[src/rtl/capcmp_pkg.sv]
`timescale 1ns/1ps
package capcmp_pkg;

    typedef enum logic [1:0] {
        RUN_STOP      = 2'b00,
        RUN_FREE      = 2'b01,
        RUN_EDGE_CLR  = 2'b10,
        RUN_MATCH_CLR = 2'b11
    } run_mode_e;

    typedef enum logic [1:0] {
        EDGE_FALL = 2'b00,
        EDGE_RISE = 2'b01,
        EDGE_BOTH = 2'b10,
        EDGE_OFF  = 2'b11
    } edge_sel_e;

    typedef struct packed {
        edge_sel_e edge_sel;
        run_mode_e mode;
        logic      sec_cap;
    } ctrl_t;

    localparam int CTRL_W    = $bits(ctrl_t);
    localparam int REG_AW    = 2;
    localparam logic [REG_AW-1:0] A_CTRL = 2'd0;
    localparam logic [REG_AW-1:0] A_PRIM = 2'd1;
    localparam logic [REG_AW-1:0] A_SEC  = 2'd2;
    localparam logic [REG_AW-1:0] A_CNT  = 2'd3;

endpackage

[src/rtl/capcmp_edge.sv]
`timescale 1ns/1ps
module capcmp_edge
    import capcmp_pkg::*;
#(
    parameter int SYNC_STAGES = 2
) (
    input  logic      clk,
    input  logic      rst_n,
    input  logic      ext_in,
    input  edge_sel_e edge_sel,
    output logic      edge_evt
);
    localparam int HIST_W = SYNC_STAGES + 1;

    logic [HIST_W-1:0] hist_d, hist_q;
    logic              cur, prev;

    always_comb begin
        hist_d = {hist_q[HIST_W-2:0], ext_in};
        cur    = hist_q[SYNC_STAGES-1];
        prev   = hist_q[SYNC_STAGES];
        unique case (edge_sel)
            EDGE_FALL: edge_evt = prev & ~cur;
            EDGE_RISE: edge_evt = cur & ~prev;
            EDGE_BOTH: edge_evt = cur ^ prev;
            default:   edge_evt = 1'b0;
        endcase
    end

    always_ff @(posedge clk or negedge rst_n) begin
        if (!rst_n) hist_q <= '0;
        else        hist_q <= hist_d;
    end


    edge_off_chk: assert property (@(posedge clk) disable iff (!rst_n)
        (edge_sel == EDGE_OFF) |-> !edge_evt);

endmodule

[src/rtl/capcmp_match.sv]
`timescale 1ns/1ps
module capcmp_match #(
    parameter int WIDTH = 16
) (
    input  logic             step,
    input  logic [WIDTH-1:0] cnt,
    input  logic [WIDTH-1:0] cmp,
    output logic             hit
);
    always_comb hit = step && (cnt == cmp);
endmodule

[src/rtl/capcmp_timer.sv]
`timescale 1ns/1ps
module capcmp_timer
    import capcmp_pkg::*;
#(
    parameter int WIDTH       = 16,
    parameter int SYNC_STAGES = 2
) (
    input  logic              clk,
    input  logic              rst_n,
    input  logic              cnt_en,
    input  logic              ext_in,
    input  logic              wr_en,
    input  logic [1:0]        wr_addr,
    input  logic [WIDTH-1:0]  wr_data,
    input  logic [1:0]        rd_addr,
    output logic [WIDTH-1:0]  rd_data,
    output logic              prim_irq,
    output logic              sec_irq,
    output logic              ovf_pulse
);
    localparam int NCMP = 2;
    localparam logic [WIDTH-1:0] CNT_MAX = '1;

    typedef struct packed {
        ctrl_t            ctrl;
        logic [WIDTH-1:0] cnt;
        logic [WIDTH-1:0] prim;
        logic [WIDTH-1:0] sec;
        logic             irq_prim;
        logic             irq_sec;
        logic             ovf;
    } state_t;

    state_t           st_d, st_q;
    logic             edge_evt;
    logic             running, edge_clr, step;
    logic [NCMP-1:0]  hit;
    logic [WIDTH-1:0] cmp_vals [NCMP];

    capcmp_edge #(.SYNC_STAGES(SYNC_STAGES)) u_edge (
        .clk      (clk),
        .rst_n    (rst_n),
        .ext_in   (ext_in),
        .edge_sel (st_q.ctrl.edge_sel),
        .edge_evt (edge_evt)
    );

    always_comb begin
        cmp_vals[0] = st_q.prim;
        cmp_vals[1] = st_q.sec;
    end

    for (genvar i = 0; i < NCMP; i++) begin : g_cmp
        capcmp_match #(.WIDTH(WIDTH)) u_match (
            .step (step),
            .cnt  (st_q.cnt),
            .cmp  (cmp_vals[i]),
            .hit  (hit[i])
        );
    end

    always_comb begin
        running  = (st_q.ctrl.mode != RUN_STOP);
        edge_clr = (st_q.ctrl.mode == RUN_EDGE_CLR) && edge_evt;
        step     = running && cnt_en && !edge_clr;

        st_d          = st_q;
        st_d.irq_prim = hit[0];
        st_d.irq_sec  = hit[1] && !st_q.ctrl.sec_cap;
        st_d.ovf      = 1'b0;

        if (!running || edge_clr) begin
            st_d.cnt = '0;
        end else if (step) begin
            if ((st_q.ctrl.mode == RUN_MATCH_CLR) && hit[0]) begin
                st_d.cnt = '0;
            end else begin
                st_d.cnt = st_q.cnt + 1'b1;
                st_d.ovf = (st_q.cnt == CNT_MAX);
            end
        end

        if (st_q.ctrl.sec_cap && edge_evt) st_d.sec = st_q.cnt;

        if (wr_en) begin
            unique case (wr_addr)
                A_CTRL:  st_d.ctrl = ctrl_t'(wr_data[CTRL_W-1:0]);
                A_PRIM:  st_d.prim = wr_data;
                A_SEC:   st_d.sec  = wr_data;
                default: ;
            endcase
        end
    end

    always_ff @(posedge clk or negedge rst_n) begin
        if (!rst_n) st_q <= '0;
        else        st_q <= st_d;
    end

    always_comb begin
        unique case (rd_addr)
            A_CTRL:  rd_data = WIDTH'(st_q.ctrl);
            A_PRIM:  rd_data = st_q.prim;
            A_SEC:   rd_data = st_q.sec;
            default: rd_data = st_q.cnt;
        endcase
    end

    assign prim_irq  = st_q.irq_prim;
    assign sec_irq   = st_q.irq_sec;
    assign ovf_pulse = st_q.ovf;


    stop_hold_chk: assert property (@(posedge clk) disable iff (!rst_n)
        (st_q.ctrl.mode == RUN_STOP) |=> (st_q.cnt == '0));


    ovf_zero_chk: assert property (@(posedge clk) disable iff (!rst_n)
        st_q.ovf |-> (st_q.cnt == '0));


    match_restart_chk: assert property (@(posedge clk) disable iff (!rst_n)
        ((st_q.ctrl.mode == RUN_MATCH_CLR) && cnt_en && (st_q.cnt == st_q.prim))
        |=> (st_q.cnt == '0));


    edge_restart_chk: assert property (@(posedge clk) disable iff (!rst_n)
        ((st_q.ctrl.mode == RUN_EDGE_CLR) && edge_evt) |=> (st_q.cnt == '0));


    cap_quiet_chk: assert property (@(posedge clk) disable iff (!rst_n)
        st_q.ctrl.sec_cap |=> !st_q.irq_sec);


    cmp_hold_chk: assert property (@(posedge clk) disable iff (!rst_n)
        (!st_q.ctrl.sec_cap && !(wr_en && wr_addr == A_SEC)) |=> $stable(st_q.sec));


    prim_pulse_chk: assert property (@(posedge clk) disable iff (!rst_n)
        st_q.irq_prim |=> !st_q.irq_prim || (st_q.prim == '0) || $past(cnt_en));

endmodule

[config.mk]
export PLATFORM = sky130hd
export DESIGN_NAME = capcmp_timer
export DESIGN_NICKNAME = d
export VERILOG_FILES = /design/src/rtl/capcmp_pkg.sv /design/src/rtl/capcmp_edge.sv /design/src/rtl/capcmp_match.sv /design/src/rtl/capcmp_timer.sv
export SDC_FILE = /design/constraint.sdc
export NUM_CORES = 1
export LEC_CHECK = 0
export BUFFER_PORTS_ARGS = -buffer_cell sky130_fd_sc_hd__buf_2
export CORE_MARGIN = 2
export CORE_UTILIZATION = 29
export DETAILED_ROUTE_END_ITERATION = 6
export HOLD_SLACK_MARGIN = 0.03
export PLACE_DENSITY = 0.44
export SKIP_CTS_REPAIR_TIMING = 1
export SLEW_MARGIN = 20
export SYNTH_ARGS = -nofsm -noshare
export SYNTH_HDL_FRONTEND = slang
export SYNTH_SLANG_ARGS = --single-unit
[constraint.sdc]
create_clock -name clk -period 2.5 [get_ports clk]
set_clock_uncertainty 0.2 [all_clocks]
set_input_delay 0.125 -clock clk [delete_from_list [all_inputs] [get_ports clk]]
set_output_delay 0.125 -clock clk [all_outputs]
set_load 0.02 [all_outputs]
==> impl_results.md, run 1 <==
- DRC violations left: 0
- Remaining global-route overflow: 0
- Largest net degree at the start of global routing: 33
- Most common flop cell mapped by yosys: dfrtp_1
- Worst setup SP type: register
- Vias per Instance: about 5
- First-pass GRT wire length: ~15000 microns
- Core Region: ~12000 sq um
- Final instance area: about 4400 sq um
- Final Cycle Share: 0.903
- Fillers: approximately 1200
- CTS tree: done
- I/O pins: 44
- Via count: 2656
- Number of global-route vias before repair: 2732
- Actual slew at the worst max-slew pin: roughly 0.47 ns
- Worst vdd ir: around 330 uV
- Period minus WS final: around 2.3 ns
- WL final: 9540 microns
- Seq/Total Area, Yosys: 0.415
- ANT cells: 0
- Crit-path max cell delay: ~0.38 ns
- Die height: between 100 and 150 microns
- Final ANT Viol Nets: 0
- CTS H-Tree Depth: 3
- Critical Path End Type: register
- FMAX: about 0.44 GHz
- Die extent in x: 115 microns
- Wire per inst: around 17 microns
- Post-Syn Nets: between 300 and 400
- GRT Util Overall: 0.156
- Setup TNS Final: 0 ns
- Yosys warns: 0
- Clock slew at reported path FFs: roughly 0.05 ns
- Final setup fails: 0
- Crit path kind: register to register
- Number of I/O port buffers: between 40 and 50
- Area Overhead vs Synth: 23.6%
- CP cell instances: inv_1 > ha_1 > mux2_4 > o311a_1 > buf_4 > o2111ai_1 > xnor2_1 > nor2_1
- Number of synthesized flops with an enable pin: 0
- Status: complete, no violations
- Antenna violations before repair: 0
- Yosys top cell by area: dfrtp_1
- CP required: ~2.5 ns
- DR pass1 iterations: 4
- Nets@finish: 423
- Initial Util: 0.296
- Number of synthesized register bits: 59
- Die area: ~13000 sq um
- CTS max path bufs: 2
- Leakage: roughly 2.1 nW
- Drt first-iter violations: a little under 100
- Row cnt: 40
- Clk root buf: clkbuf_16
- DP Wirelength: 6970 microns
- Placed cells: 513
- Most common cell after layout, fill and taps aside: dfrtp_1
- Post-Syn Instances: ~330
- Commonest non-fill, non-tap cells in the layout: 59 x dfrtp_1, 43 x buf_2, 42 x xor2_1, 30 x mux2_2, 24 x nand2_1
- Final worst slack: around 0.24 ns
- DP Area: between 3000 and 4000 sq um
- Pwr dens: just over 700 nW/um^2
- Final Max Slew Viols: 0
- Layout cell share with drive strength beyond 1: 0.325
- Top cell type's share of synthesized area: 0.415
- HP Class: input port to register
- Area contributors post-synth: dfrtp_1 42%, xor2_1 10%, mux2_2 9.5%
- Synth cell types: 46
- Syn Area/Cell: roughly 11 sq um
- Clock Sinks: 59
- Post-placement worst setup slack: approximately 0.23 ns
- Crit-path slowest cell: o311a_1
- Number of buffers created by CTS: 9
- Final Hold Vio Count: 0
- Layout Cells excl Fill: between 500 and 600
- Fin util: 0.366
- WP data arrival: about 2.3 ns
- Final RePlAce weighted congestion: roughly 0.84
- Synthesized cell area: ~3600 sq um
- Max_slew headroom: 0.684
- Crit Path Max Fanout: 13
- Worst-skew pair later-pin latency: around 0.33 ns
- Ys async rst share: 1.00
- Max cap viols: 0
- RSZ-0062 raised after global routing: no
[report_power, final]
part | switching [mW] | internal, mW
registers | 0.147 | 1.09
clock network | 0.421 | 0.721
logic | 0.412 | 0.344
total | 0.981 | 2.15
[logic make-up (layout without fill, tap and decap cells)]
family | Yosys count | count (layout) | synth area share
muxes | 49 | 49 | 0.168
adders and majority gates | 3 | 3 | 0.0106
buffers and inverters | 40 | 108 | 0.0601
and+or+nand+nor | 79 | 79 | 0.123
AOI/OAI and AO/OA | 58 | 58 | 0.115
xor gates and xnor gates | 44 | 44 | 0.108
DFF | 59 | 59 | 0.415
[worst paths after layout]
| path | start | end | slack, ns | cells past startpoint |
|---|---|---|---|---|
| min in group asynchronous | rst_n | cmp_vals[17]$_DFFE_PN0P_ | 0.10 | 2 |
| max reg2reg | u_edge.hist_q[1]$_DFF_PN0_ | st_q[41]$_DFFE_PN0P_ | 0.24 | 8 |
| max | u_edge.hist_q[1]$_DFF_PN0_ | st_q[41]$_DFFE_PN0P_ | 0.24 | 8 |
| max in group asynchronous | rst_n | st_q[43]$_DFFE_PN0P_ | 1.30 | 3 |
| min reg2reg | u_edge.hist_q[0]$_DFF_PN0_ | u_edge.hist_q[1]$_DFF_PN0_ | 0.15 | 0 |
| min | wr_addr[1] | st_q[52]$_DFFE_PN0P_ | 0.06 | 5 |
[cells in the mapped netlist, drive strengths merged (2+ instances only)]
| cell type | n |
|---|---|
| dfrtp | 59 |
| inv | 9 |
| a22o | 11 |
| xor2 | 42 |
| ha | 3 |
| mux4 | 5 |
| a21oi | 6 |
| nor4 | 12 |
| xnor2 | 2 |
| nand3 | 6 |
| nand2b | 2 |
| nor3 | 2 |
| nand2 | 24 |
| o2111ai | 5 |
| o21ai | 26 |
| nor2b | 3 |
| o211ai | 7 |
| mux2i | 13 |
| nor2 | 19 |
| clkbuf | 10 |
| nand4 | 4 |
| mux2 | 31 |
| and3 | 2 |
| buf | 21 |
[flip-flops by register name, summed over array words and instances (netlist names)]
name / count
cmp_vals: 32
ovf_pulse: 1
prim_irq: 1
sec_irq: 1
st_q: 21
u_edge.hist_q: 3
[routing by layer]
metal,track usage,vias up,wire length (microns)
met2,0.249,44,4530
met1,0.208,1304,4530
met3,0.0227,11,268
li1,-,1297,-
met4,0.0771,0,201
met5,0,-,0
[layout make-up]
class / instances / area (sq um) / share of cell area
Sequential cell: 59 / 1480 / 0.336
Inverter: 9 / 33.8 / 0.00769
Timing Repair Buffer: 83 / 561 / 0.128
Clock inverter: 2 / 10.0 / 0.00228
Clock buffer: 14 / 264 / 0.0601
Multi-Input combinational cell: 233 / 1870 / 0.425
Tap cell: 147 / 184 / 0.0418
[critical path: cells and delay by family (launching register included)]
kind	cells	cell delay, ns
XOR/XNOR	1	0.15
flip-flops	1	0.36
AND/OR/NAND/NOR	1	0.06
AO/OA/AOI/OAI	2	0.62
multiplexers	1	0.27
buffers and inverters	2	0.28
adder cells (fa/ha/maj)	1	0.19
[per-stage QoR]
stage | hold slack (ns) | total power, mW
floorplan | -0.371 | 1.74
global placement | -0.0848 | 1.99
detailed placement | -0.0991 | 2.00
CTS | -0.453 | 3.15
global route | 0.0753 | 3.29
finish | 0.0635 | 3.13
Note: power is estimated with default switching activity, not from simulation.
==> inputs of run 2 (changes only) <==
--- a/config.mk
+++ b/config.mk
@@ -5,6 +5,7 @@
 export SDC_FILE = /design/constraint.sdc
 export NUM_CORES = 1
 export LEC_CHECK = 0
+export ABC_AREA = 1
 export BUFFER_PORTS_ARGS = -buffer_cell sky130_fd_sc_hd__buf_2
 export CORE_MARGIN = 2
 export CORE_UTILIZATION = 29
==> run 2 against run 1 <==
  * Synthesized area rose by 2.0%
  * Critical endpoint is now cmp_vals[14]$_DFF_PN0_
  * Highest routed layer unchanged
  * Core utilization rose by 0.44 points
  * Clock power rose by 9.6%
  * Worst hold slack improved by 0.072 ns
  * Largest power group unchanged
  * Largest cell class unchanged
==> impl_results.md, run 2 <==
- Routing usage on met2: 0.281 (was 0.249)
- Pwr dens: 746 nW/um^2 (was 713 nW/um^2)
- Clock Sinks: 59 (unchanged)
- Reg area: 1480 sq um (unchanged)
- Die area: 13400 sq um (was 13200 sq um)
- Synth cell types: 35 (was 46)
- Layout cell share with drive strength beyond 1: 0.178 (was 0.325)
- Initial Util: 0.299 (was 0.296)
- Worst-skew pair later-pin latency: 0.34 ns (was 0.33 ns)
- Sequential share of power: 0.378 (was 0.394)
- Yosys top cell by area: dfrtp_1 (unchanged)
- Final RePlAce weighted congestion: 0.842 (was 0.837)
- Die height: 116 microns (was 115 microns)
- HP Class: input port to async pin (was input port to register)
- Top cell type's share of synthesized area: 0.407 (was 0.415)
- ANT cells: 0 (unchanged)
- DR pass1 iterations: 5 (was 4)
- Total Power: 3.35 mW (was 3.13 mW)
- Seq/Total Area, Yosys: 0.407 (was 0.415)
- Count leader, synth: nand2_1 (was dfrtp_1)
- Max FFs per register: 32 (unchanged)
- Fin Hold WS: 0.135 ns (was 0.0635 ns)
- Clock slew at reported path FFs: 0.05 ns (about the same)
- Nets@finish: 580 (was 423)
- Vias per Instance: 4.75 (was 4.86)
- Most common cell after layout, fill and taps aside: nand2_1 (was dfrtp_1)
- Final ANT Viol Nets: 0 (unchanged)
- Final Hold Vio Count: 0 (unchanged)
- Number of I/O port buffers: 43 (unchanged)
- Yosys warns: 0 (unchanged)
- Period minus WS final: 2.14 ns (was 2.26 ns)
- Setup TNS Final: 0 ns (unchanged)
- Top delay family on crit path: simple AND/OR/NAND/NOR gates (was compound AO/OA/AOI/OAI gates)
- Syn Area/Cell: 7.37 sq um (was 10.7 sq um)
- Pint: 2.22 mW (was 2.15 mW)
- Final Max Slew Viols: 0 (unchanged)
- Post-placement worst setup slack: 0.362 ns (was 0.229 ns)
- Met1 Resource Use GR: 0.248 (was 0.208)
- Max cap viols: 0 (unchanged)
- Switch share: 0.337 (was 0.313)
- Grt peak-use layer: met2 (unchanged)
- Core Region: 12100 sq um (was 12000 sq um)
- Clock share of power: 0.375 (was 0.364)
- CP cell instances: inv_1 > ha_1 > nand3b_1 > nand3_4 > nand2_2 > o211ai_1 > o21ai_0 (was inv_1 > ha_1 > mux2_4 > o311a_1 > buf_4 > o2111ai_1 > xnor2_1 > nor2_1)
- Drt first-iter violations: 180 (was 99)
- Remaining global-route overflow: 0 (unchanged)
- Area contributors post-synth: dfrtp_1 41%, nand2_1 13%, inv_1 6.9% (was dfrtp_1 42%, xor2_1 10%, mux2_2 9.5%)
- Met3 Usage GRT: 0.0340 (was 0.0227)
- Final worst slack: 0.363 ns (was 0.243 ns)
- RSZ-0062 raised after global routing: no (unchanged)
- CTS max path bufs: 2 (unchanged)
- Most common flop cell mapped by yosys: dfrtp_1 (unchanged)
- Ys async rst share: 1.00 (unchanged)
- Synthesized cell area: 3630 sq um (was 3560 sq um)
- CTS tree: done (unchanged)
- Crit-path max cell delay: 0.36 ns (was 0.38 ns)
- DP Area: 4000 sq um (was 3940 sq um)
- Crit path buffers/inverters: 1 (was 2)
- FMAX: 0.468 GHz (was 0.443 GHz)
- Final setup fails: 0 (unchanged)
- Leakage: 2.22 nW (was 2.12 nW)
- Status: complete, no violations (unchanged)
- WL final: 11400 microns (was 9540 microns)
- Via count: 3438 (was 2656)
- Worst vdd ir: 328 uV (was 329 uV)
- Max_slew headroom: 0.505 (was 0.684)
- Top cells by count, synth: 130 x nand2_1, 67 x inv_1, 59 x dfrtp_1 (was 59 x dfrtp_1, 42 x xor2_1, 30 x mux2_2)
- Worst setup SP type: register (unchanged)
- Number of synthesized flops with an enable pin: 0 (unchanged)
- Post-Syn Nets: 520 (was 360)
- GRT Util Overall: 0.182 (was 0.156)
- Clk root buf: clkbuf_16 (unchanged)
- Multi-input gate area: 1730 sq um (was 1870 sq um)
- Crit-path slowest cell: dfrtp_1 (was o311a_1)
- Final Cycle Share: 0.855 (was 0.903)
- CP required: 2.51 ns (was 2.52 ns)
- Number of synthesized register bits: 59 (unchanged)
- NetSw: 1.13 mW (was 0.981 mW)
- Number of global-route vias before repair: 3409 (was 2732)
- Actual slew at the worst max-slew pin: 0.741 ns (was 0.474 ns)
- Crit path kind: register to register (unchanged)
- WP data arrival: 2.15 ns (was 2.27 ns)
- Commonest non-fill, non-tap cells in the layout: 130 x nand2_1, 67 x inv_1, 59 x dfrtp_1, 43 x nor2_1, 43 x buf_2 (was 59 x dfrtp_1, 43 x buf_2, 42 x xor2_1, 30 x mux2_2, 24 x nand2_1)
- Fillers: 1340 (was 1242)
- Crit Path Max Fanout: 27 (was 13)
- Die extent in x: 116 microns (was 115 microns)
- Post-Syn Instances: 492 (was 332)
- DP Wirelength: 7990 microns (was 6970 microns)
- Combinational Power Share: 0.248 (was 0.241)
- First-pass GRT wire length: 18100 microns (was 15200 microns)
- Antenna violations before repair: 0 (unchanged)
- Largest net degree at the start of global routing: 60 (was 33)
- I/O pins: 44 (unchanged)
- Area Overhead vs Synth: 23.7% (was 23.6%)
- Wire per inst: 15.7 microns (was 17.4 microns)
- Final instance area: 4490 sq um (was 4400 sq um)
- CTS H-Tree Depth: 3 (unchanged)
- Row cnt: 40 (unchanged)
- DRC violations left: 0 (unchanged)
- Number of buffers created by CTS: 9 (unchanged)
- Critical Path End Type: register (unchanged)
==> run 2: layer usage <==
layer	vias up	routed length, microns
li1	1706	-
met2	91	5150
met4	0	251
met1	1620	5480
met5	-	0
met3	21	519
==> run 2: final timing paths <==
check                      slack, ns  cells past startpoint                          to                  startpoint
min in group clk                0.14                      3        st_q[53]$_DFFE_PN0P_                       wr_en
hold reg to reg                 0.15                      0  u_edge.hist_q[1]$_DFF_PN0_  u_edge.hist_q[0]$_DFF_PN0_
max in group asynchronous       1.68                      3      cmp_vals[12]$_DFF_PN0_                       rst_n
hold / removal                  0.14                      3        st_q[38]$_DFFE_PN0P_                       rst_n
setup / recovery                0.36                      7      cmp_vals[14]$_DFF_PN0_  u_edge.hist_q[1]$_DFF_PN0_
setup reg to reg                0.36                      7      cmp_vals[14]$_DFF_PN0_  u_edge.hist_q[1]$_DFF_PN0_
==> run 2: cells by family (layout without fill, tap and decap cells) <==
family | after synthesis | count (layout) | share of synthesized area
AND/OR/NAND/NOR | 226 | 226 | 0.280
buffers and inverters | 99 | 163 | 0.115
AO/OA/AOI/OAI | 93 | 93 | 0.159
flip-flops | 59 | 59 | 0.407
XOR/XNOR | 12 | 12 | 0.0290
adder cells (fa/ha/maj) | 3 | 3 | 0.0103
==> run 2: cell type report <==
class                   count  area share
flip-flops and latches     59       0.329
clock inverters             1     0.00112
repair buffers             69       0.105
inverters                  79      0.0661
clock buffers              14      0.0656
well taps                 168      0.0469
multi-input cells         334       0.386
==> run 2: metrics by stage <==
step            util  cells
6_report       0.370    724
2_1_floorplan      -    492
3_5_place_dp   0.330    690
5_1_grt        0.370    724
4_1_cts        0.355    705
3_3_place_gp   0.330    690
==> run 2: tightest hold or removal path, delay by kind of cell <==
kind,cells,cell delay [ns]
buf+inv,3,0.93
==> run 2: power by group through the flow <==
stage               clock (mW)  combinational [mW]  sequential [mW]
floorplan                    0               0.615             1.22
global placement             0               0.799             1.27
detailed placement           0               0.808             1.28
CTS                       1.28               0.814             1.26
global route              1.33               0.942             1.28
finish                    1.25               0.828             1.26
